[src/rtl/rxf_pkg.sv]
package rxf_pkg;
  localparam int CNT_W   = 3;
  localparam int LB_W    = 3;
  localparam int BYTE_W  = 8;

  typedef struct packed {
    logic            sop;
    logic            eop;
    logic [LB_W-1:0] last_bytes;
  } rxf_tag_t;

  typedef enum logic {
    MODE_ACCEPT  = 1'b0,
    MODE_DISCARD = 1'b1
  } rxf_mode_e;

  function automatic logic [3:0] eff_bytes(input logic [LB_W-1:0] lb);
    return (lb == '0) ? 4'd8 : {1'b0, lb};
  endfunction
endpackage

[src/rtl/rxf_beat_mask.sv]
module rxf_beat_mask
  import rxf_pkg::*;
#(
  parameter int WORDS  = 4,
  parameter int WORD_W = 64,
  parameter int LEN_W  = 16,
  localparam int DATA_W     = WORDS * WORD_W,
  localparam int WORD_BYTES = WORD_W / BYTE_W
) (
  input  logic [DATA_W-1:0] data_in,
  input  logic [CNT_W-1:0]  nwords,
  input  logic              eop,
  input  logic [LB_W-1:0]   last_bytes,
  output logic [DATA_W-1:0] data_out,
  output logic [LEN_W-1:0]  beat_bytes
);
  logic [3:0] tail_bytes;
  assign tail_bytes = eff_bytes(last_bytes);

  // Slot 0 is the most significant word; byte 0 is the top byte of a word.
  for (genvar w = 0; w < WORDS; w++) begin : g_word
    for (genvar b = 0; b < WORD_BYTES; b++) begin : g_byte
      logic keep;
      assign keep = (CNT_W'(w) < nwords) &&
                    !(eop && (CNT_W'(w) == nwords - 1'b1) && (4'(b) >= tail_bytes));
      assign data_out[DATA_W-1-w*WORD_W-b*BYTE_W -: BYTE_W] =
        keep ? data_in[DATA_W-1-w*WORD_W-b*BYTE_W -: BYTE_W] : '0;
    end
  end

  always_comb begin
    if (eop)
      beat_bytes = LEN_W'(nwords - 1'b1) * LEN_W'(WORD_BYTES) + LEN_W'(tail_bytes);
    else
      beat_bytes = LEN_W'(nwords) * LEN_W'(WORD_BYTES);
  end
endmodule

[src/rtl/rxf_ingress_ctrl.sv]
module rxf_ingress_ctrl
  import rxf_pkg::*;
#(
  parameter int DEPTH = 16,
  parameter int LEN_W = 16,
  localparam int PTR_W = $clog2(DEPTH)
) (
  input  logic             clk,
  input  logic             rst_n,
  input  logic             in_valid,
  input  logic             in_sop,
  input  logic             in_eop,
  input  logic             in_err,
  input  logic [LEN_W-1:0] beat_bytes,
  input  logic [PTR_W:0]   rd_ptr,
  output logic             wr_en,
  output logic [PTR_W-1:0] wr_addr,
  output logic [LEN_W-1:0] wr_len,
  output logic [PTR_W:0]   wr_ptr,
  output logic [PTR_W:0]   commit_ptr,
  output logic             pkt_dropped
);
  rxf_mode_e        mode;
  logic             err_seen;
  logic [LEN_W-1:0] acc;
  logic [PTR_W:0]   used;
  logic             room, err_now, accept, bad_end;
  logic [LEN_W-1:0] run_len;

  always_comb begin
    used    = wr_ptr - rd_ptr;
    room    = used < (PTR_W+1)'(DEPTH);
    err_now = in_err | err_seen;
    run_len = (in_sop ? '0 : acc) + beat_bytes;
    accept  = in_valid && (mode == MODE_ACCEPT);
    bad_end = accept && in_eop && err_now;
    wr_en   = accept && !bad_end && room;
    wr_addr = wr_ptr[PTR_W-1:0];
    wr_len  = in_eop ? run_len : '0;
  end

  always_ff @(posedge clk or negedge rst_n) begin
    if (!rst_n) begin
      mode        <= MODE_ACCEPT;
      err_seen    <= 1'b0;
      acc         <= '0;
      wr_ptr      <= '0;
      commit_ptr  <= '0;
      pkt_dropped <= 1'b0;
    end else begin
      pkt_dropped <= 1'b0;
      if (in_valid) begin
        if (mode == MODE_DISCARD) begin
          if (in_eop) begin
            mode        <= MODE_ACCEPT;
            pkt_dropped <= 1'b1;
          end
        end else if (bad_end) begin
          wr_ptr      <= commit_ptr;
          err_seen    <= 1'b0;
          acc         <= '0;
          pkt_dropped <= 1'b1;
        end else if (!room) begin
          wr_ptr   <= commit_ptr;
          err_seen <= 1'b0;
          acc      <= '0;
          if (in_eop) pkt_dropped <= 1'b1;
          else        mode        <= MODE_DISCARD;
        end else begin
          wr_ptr <= wr_ptr + 1'b1;
          if (in_eop) begin
            commit_ptr <= wr_ptr + 1'b1;
            err_seen   <= 1'b0;
            acc        <= '0;
          end else begin
            err_seen <= err_now;
            acc      <= run_len;
          end
        end
      end
    end
  end
endmodule

[src/rtl/rxf_pkt_store.sv]
module rxf_pkt_store
  import rxf_pkg::*;
#(
  parameter int DATA_W = 256,
  parameter int DEPTH  = 16,
  parameter int LEN_W  = 16,
  localparam int PTR_W = $clog2(DEPTH)
) (
  input  logic              clk,
  input  logic              rst_n,
  input  logic              wr_en,
  input  logic [PTR_W-1:0]  wr_addr,
  input  logic [DATA_W-1:0] wr_data,
  input  logic [CNT_W-1:0]  wr_nwords,
  input  rxf_tag_t          wr_tag,
  input  logic [LEN_W-1:0]  wr_len,
  input  logic [PTR_W:0]    commit_ptr,
  input  logic              out_ready,
  output logic              out_valid,
  output logic [DATA_W-1:0] out_data,
  output logic [CNT_W-1:0]  out_nwords,
  output rxf_tag_t          out_tag,
  output logic [LEN_W-1:0]  out_len,
  output logic [PTR_W:0]    rd_ptr
);
  logic [DATA_W-1:0] mem_data [DEPTH];
  logic [CNT_W-1:0]  mem_nw   [DEPTH];
  rxf_tag_t          mem_tag  [DEPTH];
  logic [LEN_W-1:0]  mem_len  [DEPTH];

  always_ff @(posedge clk) begin
    if (wr_en) begin
      mem_data[wr_addr] <= wr_data;
      mem_nw[wr_addr]   <= wr_nwords;
      mem_tag[wr_addr]  <= wr_tag;
      mem_len[wr_addr]  <= wr_len;
    end
  end

  always_ff @(posedge clk or negedge rst_n) begin
    if (!rst_n)                      rd_ptr <= '0;
    else if (out_valid && out_ready) rd_ptr <= rd_ptr + 1'b1;
  end

  always_comb begin
    out_valid  = (rd_ptr != commit_ptr);
    out_data   = mem_data[rd_ptr[PTR_W-1:0]];
    out_nwords = mem_nw[rd_ptr[PTR_W-1:0]];
    out_tag    = mem_tag[rd_ptr[PTR_W-1:0]];
    out_len    = mem_len[rd_ptr[PTR_W-1:0]];
  end
endmodule

[src/rtl/rxf_err_filter.sv]
module rxf_err_filter
  import rxf_pkg::*;
#(
  parameter int WORDS  = 4,
  parameter int WORD_W = 64,
  parameter int DEPTH  = 16,
  parameter int LEN_W  = 16,
  localparam int DATA_W = WORDS * WORD_W,
  localparam int PTR_W  = $clog2(DEPTH)
) (
  input  logic              clk,
  input  logic              rst_n,
  input  logic              in_valid,
  input  logic [DATA_W-1:0] in_data,
  input  logic [2:0]        in_nwords,
  input  logic              in_sop,
  input  logic [3:0]        in_eop,
  input  logic              in_err,
  output logic              out_valid,
  input  logic              out_ready,
  output logic [DATA_W-1:0] out_data,
  output logic [2:0]        out_nwords,
  output logic              out_sop,
  output logic              out_eop,
  output logic [2:0]        out_last_bytes,
  output logic [LEN_W-1:0]  out_len,
  output logic              pkt_dropped
);
  logic [DATA_W-1:0] masked;
  logic [LEN_W-1:0]  beat_bytes, wr_len;
  logic              wr_en;
  logic [PTR_W-1:0]  wr_addr;
  logic [PTR_W:0]    wr_ptr, commit_ptr, rd_ptr;
  rxf_tag_t          in_tag, out_tag;

  assign in_tag = '{sop: in_sop, eop: in_eop[3], last_bytes: in_eop[2:0]};

  rxf_beat_mask #(.WORDS(WORDS), .WORD_W(WORD_W), .LEN_W(LEN_W)) mask_i (
    .data_in    (in_data),
    .nwords     (in_nwords),
    .eop        (in_eop[3]),
    .last_bytes (in_eop[2:0]),
    .data_out   (masked),
    .beat_bytes (beat_bytes)
  );

  rxf_ingress_ctrl #(.DEPTH(DEPTH), .LEN_W(LEN_W)) ctrl_i (
    .clk         (clk),
    .rst_n       (rst_n),
    .in_valid    (in_valid),
    .in_sop      (in_sop),
    .in_eop      (in_eop[3]),
    .in_err      (in_err),
    .beat_bytes  (beat_bytes),
    .rd_ptr      (rd_ptr),
    .wr_en       (wr_en),
    .wr_addr     (wr_addr),
    .wr_len      (wr_len),
    .wr_ptr      (wr_ptr),
    .commit_ptr  (commit_ptr),
    .pkt_dropped (pkt_dropped)
  );

  rxf_pkt_store #(.DATA_W(DATA_W), .DEPTH(DEPTH), .LEN_W(LEN_W)) store_i (
    .clk        (clk),
    .rst_n      (rst_n),
    .wr_en      (wr_en),
    .wr_addr    (wr_addr),
    .wr_data    (masked),
    .wr_nwords  (in_nwords),
    .wr_tag     (in_tag),
    .wr_len     (wr_len),
    .commit_ptr (commit_ptr),
    .out_ready  (out_ready),
    .out_valid  (out_valid),
    .out_data   (out_data),
    .out_nwords (out_nwords),
    .out_tag    (out_tag),
    .out_len    (out_len),
    .rd_ptr     (rd_ptr)
  );

  assign out_sop        = out_tag.sop;
  assign out_eop        = out_tag.eop;
  assign out_last_bytes = out_tag.last_bytes;
endmodule

[config.mk]
export PLATFORM = sky130hd
export DESIGN_NAME = rxf_err_filter
export DESIGN_NICKNAME = d
export VERILOG_FILES = /design/src/rtl/rxf_pkg.sv /design/src/rtl/rxf_beat_mask.sv /design/src/rtl/rxf_ingress_ctrl.sv /design/src/rtl/rxf_pkt_store.sv /design/src/rtl/rxf_err_filter.sv
export SDC_FILE = /design/constraint.sdc
export NUM_CORES = 2
export LEC_CHECK = 0
export BUFFER_PORTS_ARGS = -buffer_cell sky130_fd_sc_hd__buf_2
export CORE_MARGIN = 2
export CORE_UTILIZATION = 50
export CTS_CLUSTER_SIZE = 30
export DETAILED_ROUTE_END_ITERATION = 10
export GPL_ROUTABILITY_DRIVEN = 1
export GPL_TIMING_DRIVEN = 1
export PLACE_DENSITY = 0.66
export SYNTH_ARGS = -nofsm -noshare
export SYNTH_HDL_FRONTEND = slang
export SYNTH_MEMORY_MAX_BITS = 65536
export SYNTH_SLANG_ARGS = --single-unit
[constraint.sdc]
create_clock -name clk -period 35.6 [get_ports clk]
set_input_delay 3.56 -clock clk [delete_from_list [all_inputs] [get_ports clk]]
set_output_delay 3.56 -clock clk [all_outputs]
set_load 0.03 [all_outputs]
## Yosys cells after proc, flatten, opt, wreduce, memory -nomap -nowiden

Memory sizes are Yosys's and may differ from the RTL's.
Index checks and enable logic that the tools add are counted.

- Register bits after elaboration: 34
- Bits in writable memories: 4480
- Input bits: 269
- Output and inout bits: 282
- Word-level logic and storage cells: 204
- Memories kept: 4

Memories:

| memory | words | bits a word | rd ports | clocked after memory_dff | write ports | line | source |
|---|---|---|---|---|---|---|---|
| store_i.mem_data | 16 | 256 | 1 | 0 | 1 | rxf_pkt_store.sv:26 | `logic [DATA_W-1:0] mem_data [DEPTH];` |
| store_i.mem_len | 16 | 16 | 1 | 0 | 1 | rxf_pkt_store.sv:29 | `logic [LEN_W-1:0] mem_len [DEPTH];` |
| store_i.mem_tag | 16 | 5 | 1 | 0 | 1 | rxf_pkt_store.sv:28 | `rxf_tag_t mem_tag [DEPTH];` |
| store_i.mem_nw | 16 | 3 | 1 | 0 | 1 | rxf_pkt_store.sv:27 | `logic [CNT_W-1:0] mem_nw [DEPTH];` |

- $add $sub $neg: 7
- $lt $le $gt $ge: 13
- Equality and inequality tests: 4
- Muxes and demuxes: 55
- Bitwise operators: 3
- Reduce and logical (&&, ||, !) cells: 111

Operators with widths:

| kind | number |
|---|---|
| $mux 8 | 32 |
| $mux 16 | 6 |
| $logic_and 1x1->1 | 74 |
| $logic_not 1->1 | 33 |
| $add 16x16->16 | 1 |
| $add 16x4->16 | 1 |
| $ge 3x4->1 const A | 4 |
| $mux 1 | 14 |
| $add 5x1->5 const B | 2 |
| $mux 5 | 2 |
| $ge 1x4->1 const A | 2 |
| $ge 2x4->1 const A | 2 |
| $eq 2x3->1 const A | 2 |
| $logic_not 3->1 | 2 |
| $lt 1x3->1 const A | 2 |
| $lt 2x3->1 const A | 2 |
| $lt 5x5->1 const B | 1 |
| $ne 5x5->1 | 1 |
| $reduce_and 5->1 | 1 |
| $sub 5x5->5 | 1 |
| $mux 4 | 1 |
| $sub 3x1->4 const B | 1 |
| $eq 1x3->1 const A | 1 |
| $sub 3x1->3 const B | 1 |
| other kinds (3) | 4 |

## Longest topological paths before layout

- Depth in word-level cells: 9
- Gate-level depth with buffers: 16
- Mapped depth without buffers: 14

## Cells and area by module

Synthesis repeated with hierarchy kept, for this count alone.

- Cell total of the unflattened synthesis: 7494
- Area, all modules: 172035.0 µm²

By module, submodules not included:

| module | times used | cells each | area an instance (µm²) |
|---|---|---|---|
| rxf_pkt_store | 1 | 6869 | 167345.5 |
| rxf_ingress_ctrl | 1 | 262 | 2372.3 |
| rxf_beat_mask | 1 | 363 | 2317.2 |

## Worst setup path before layout

No wires, ideal clock.

- Kind: input port to flip-flop
- Start point: input port in_valid
- End point: memory store_i.mem_data[15][0], enable pin
- Data arrival time: 30410 ps
- Data required time: 33995 ps
- Slack: 3585 ps
- Stages on the path: 4
- Path through: nand2_1 -> clkbuf_1 -> clkbuf_1 -> nor4_1

- Cells in the longest elaborated chain, start to end: 8

Ends and longest elaborated chain:

| item | line | source |
|---|---|---|
| from (decl) | rxf_err_filter.sv:13 | `input logic in_valid,` |
| $logic_and 1x1->1 (*) | rxf_ingress_ctrl.sv:35 | `accept = in_valid && (mode == MODE_ACCEPT);` |
| $logic_and 1x1->1 (2 in series) | rxf_ingress_ctrl.sv:36 | `bad_end = accept && in_eop && err_now;` |
| $logic_not 1->1 | rxf_ingress_ctrl.sv:37 | `wr_en = accept && !bad_end && room;` |
| $logic_and 1x1->1 (*) (2 in series) | rxf_ingress_ctrl.sv:37 |  |
| $mux 1 (*) | rxf_pkt_store.sv:32 | `if (wr_en) begin` |
| $mux 1 (implied by the code) (*) | rxf_pkt_store.sv:33 | `mem_data[wr_addr] <= wr_data;` |
| to (decl) | rxf_pkt_store.sv:26 |  |

Mark *: on every way between the ends. The rest lies on a longest branch, timed or not.

## Worst setup path after layout

- Start point: register store_i.rd_ptr[0]
- End point: output port out_data[79]

- Cells in the longest elaborated chain, start to end: 1

Ends and longest elaborated chain:

| item | line | source |
|---|---|---|
| from (decl) | rxf_pkt_store.sv:24 | `output logic [PTR_W:0] rd_ptr` |
| from (signal assigned) | rxf_pkt_store.sv:42 | `else if (out_valid && out_ready) rd_ptr <= rd_ptr + 1'b1;` |
| $mem_v2 16x256 | n/a |  |
| to (decl) | rxf_err_filter.sv:21 | `output logic [DATA_W-1:0] out_data,` |

No other way between the ends.

==> key figures <==
Run status
  – Outcome: finished clean

Floorplan
  – Rows: 216
  – Starting Density: roughly 50%
  – IO Pins: 551
  – Die height: approximately 600 um
  – Total core area: 0.3465 sq mm
  – Full die area: 0.3529 sq mm
  – Chip width: 594.1 um

Worst setup path
  – Worst path required time: 32.04 ns
  – RR Startpoint: store_i.rd_ptr[2]$_DFFE_PN0P_
  – WS Path Type: flop to primary output
  – Crit-path cells: buf_4 -> buf_4 -> buf_4 -> buf_4 -> buf_4 -> mux4_2 -> nand2_1 -> and3_1 -> a31oi_1 -> buf_2
  – Critical Path AT: 7.35 ns
  – Crit. Startpoint: store_i.rd_ptr[0]$_DFFE_PN0P_
  – Max FO, Critical Path: 50
  – CP max stage delay: roughly 0.94 ns
  – Crit start category: flop
  – Most frequent CP cell: buf_4
  – Crit. End Element: primary output
  – Worst path slowest cell: dfrtp_4

Timing
  – Setup TNS: 0 ns
  – Worst Clk Skew: a little under 0.07 ns
  – Pins Over Slew Limit: 0
  – Slew HR: approximately 8%
  – F_max: 91.66 MHz
  – Hold slack: between 0.4 and 0.5 ns
  – Worst path setup slack after routing: ~25 ns
  – RSZ-0062 raised after global routing: false
  – Post-layout min period: 10.91 ns
  – Final Hold Fails: 0
  – Final Cycle Share: 30.65%
  – Setup violators final: 0
  – Worst-Margin Slew: 1.375 ns

Placement
  – Placed insts: 13,220
  – Post-placement setup slack: about 25 ns
  – IO Port Bufs: 550
  – Detailed placement HPWL: about 220 mm
  – Routability cong.: 0.7596

Layout
  – Share of cells above drive strength 1: 26.61%
  – Multi-input logic area: 0.03690 sq mm
  – Layout net count: 9,391
  – Area taken by flip-flops and latches: 0.1354 sq mm
  – Syn-to-layout area delta: 13.06%
  – Fin cells: 14,070
  – Fillcell total: 25,560

Synth
  – Top post-synthesis cells by count: edfxtp_1 (4,480), nand2_1 (1,141), mux4_2 (1,120), and3_1 (287), a31oi_1 (286)
  – Main flop type after synthesis: edfxtp_1
  – Synthesized cell area: between 0.15 and 0.2 sq mm
  – Register area share after synthesis: 77.77%
  – Syn Area/Cell: 20.80 sq um
  – Flops & latches, synth: 4,514
  – Synth top area cells: edfxtp_1 (77%), mux4_2 (14%), nand2_1 (2.5%), and3_1 (1.0%), a31oi_1 (1.0%)
  – FFs w/ async S/R, synth: 0.7532%
  – Synth cell types: 51
  – Synth Instances: 8,370
  – Count leader, synth: edfxtp_1
  – Number of synthesized flops with an enable pin: ~4,500
  – Top cell type's share of synthesized area: 77.28%
  – Syn nets: 8,673
  – Area leader, netlist: edfxtp_1
  – Ys Warns: 0

Detailed routing
  – First-pass DRT Iterations: 8
  – Post-route ant nets: 0
  – 1st-iter DRT viols: 10,420
  – Routed vias: 87,640
  – Drt drc: 0
  – Vias per cell: a little over 6
  – Wirelength per Cell: approximately 31 um
  – Routed WL: 442.3 mm

Power and ir drop
  – Power per Cell Area: ~80 mW/mm^2
  – LEAKAGE: 0.06414 uW
  – Maximum VDD drop: between 0.07 and 0.08 mV

Clock tree
  – Clock latency on the worst-skew pair: 1.00 ns
  – CTS tree: yes
  – # H-tree levels: 5
  – CTS root buffer: clkbuf_16
  – Clock Sinks: about 4,500
  – Setup Buffers After CTS: 0
  – Clk buf depth: 4
  – Post-CTS Resized: 0
  – Clock Pin Slew Worst Setup and Hold Paths: roughly 0.060 ns
  – Post-CTS Hold Buffers: 0
  – Num CTS Buffers: 449

GRT
  – Number of global-route vias before repair: 89,650
  – First-pass GRT wire length: 636.2 mm
  – Global route total overflow: 0
  – Total track usage: 24.85%
  – Largest net degree at the start of global routing: between 100 and 150
  – Initial antenna violation count: 65

Run
  – Max-Cap Viols: 0

Hold path
  – Hold wc startpoint: ctrl_i.acc[13]$_DFFE_PN0P_
  – Hold crit path type: flop to flop
## critical path, delay by kind of cell, from the launching register on
kind	cells	cell delay, ns
AO/OA/AOI/OAI	1	0.07
multiplexers	1	0.60
flip-flops	1	0.94
buffers and inverters	6	4.24
AND/OR/NAND/NOR	2	0.26
## cell families after synthesis
kind of cell / count (synthesis) / share of synthesized area (%)
flops: 4514 / 77.77
simple gates: 1794 / 4.783
mux: 1129 / 14.54
buf+inv: 483 / 1.126
compound gates: 387 / 1.387
fa+ha+maj: 34 / 0.2487
xor+xnor: 29 / 0.1459
## layer usage
layer	global-route usage, %	up-vias	routed length (um)
met5	0	-	213
met4	7.213	34	12390
met3	4.487	665	37860
met2	40.16	3935	214100
met1	35.01	47350	177700
li1	-	35650	-
## final cells by class
type / instances / area share, %
flip-flops and latches: 4514 / 68.79
multi-input cells: 3373 / 18.75
clock buffers: 543 / 5.919
well taps: 4578 / 2.910
repair buffers: 729 / 2.189
clock inverters: 281 / 1.355
inverters: 21 / 0.05149
diodes: 32 / 0.04068
## path summary, 6_finish.rpt
check                                                 endpoint  slack (ns)  cells past startpoint
setup / recovery                                  out_data[79]       24.69                     10
max in group asynchronous        store_i.rd_ptr[3]$_DFFE_PN0P_       32.24                      1
min in group asynchronous        store_i.rd_ptr[0]$_DFFE_PN0P_        2.66                      1
hold reg to reg                     ctrl_i.acc[13]$_DFFE_PN0P_        0.47                      2
hold / removal                      ctrl_i.acc[13]$_DFFE_PN0P_        0.47                      2
setup reg to reg           store_i.mem_data[10][162]$_DFFE_PP_       28.04                     10
## stage by stage
stage | util, % | area [sq um] | total power (uW)
5_1_grt | 56.80 | 196800 | 16370
6_report | 56.81 | 196800 | 15770
2_1_floorplan | - | 174100 | 9800
4_1_cts | 56.79 | 196800 | 15910
3_5_place_dp | 52.65 | 182400 | 11320
3_3_place_gp | 52.65 | 182400 | 11290
## cell usage in the layout (no fill, tap or decap), types with 4 or more instances in the layout
master and count:
diode_2 32, clkinv_8 4, buf_12 17, mux4_2 1120, dfrtp_1 30, and2_1 237
and2_4 4, nor2_4 4, edfxtp_1 4480, inv_16 8, clkbuf_1 90, a21oi_1 41
clkinv_1 114, o21ai_0 17, inv_1 18, a22o_1 11, a31oi_1 284, mux2_2 5
nor2_1 20, a21oi_2 7, and3_4 4, bufinv_16 39, nand4_1 5, dfrtp_4 4
buf_4 162, and3_1 283, clkbuf_16 451, xor2_1 11, mux2i_1 4, nor2b_1 64
nand2_1 1141, buf_2 550, clkinvlp_4 16, clkinv_2 82, inv_8 5, nand3_1 8
ha_1 33, clkinv_16 7, xnor2_1 17, inv_6 7
## report_power, final
part	switching (uW)	internal, uW
clock	1990	2610
sequential	103	6120
combinational	3140	1800
## registers in the layout, summed over array words and instances (netlist names)
name and flops:
ctrl_i.acc 16, ctrl_i.commit_ptr 5, ctrl_i.err_seen 1, ctrl_i.mode 1, ctrl_i.pkt_dropped 1, ctrl_i.wr_ptr 5
store_i.mem_data 4096, store_i.mem_len 256, store_i.mem_nw 48, store_i.mem_tag 80, store_i.rd_ptr 5
No activity file was read; power rests on OpenSTA's default activity.
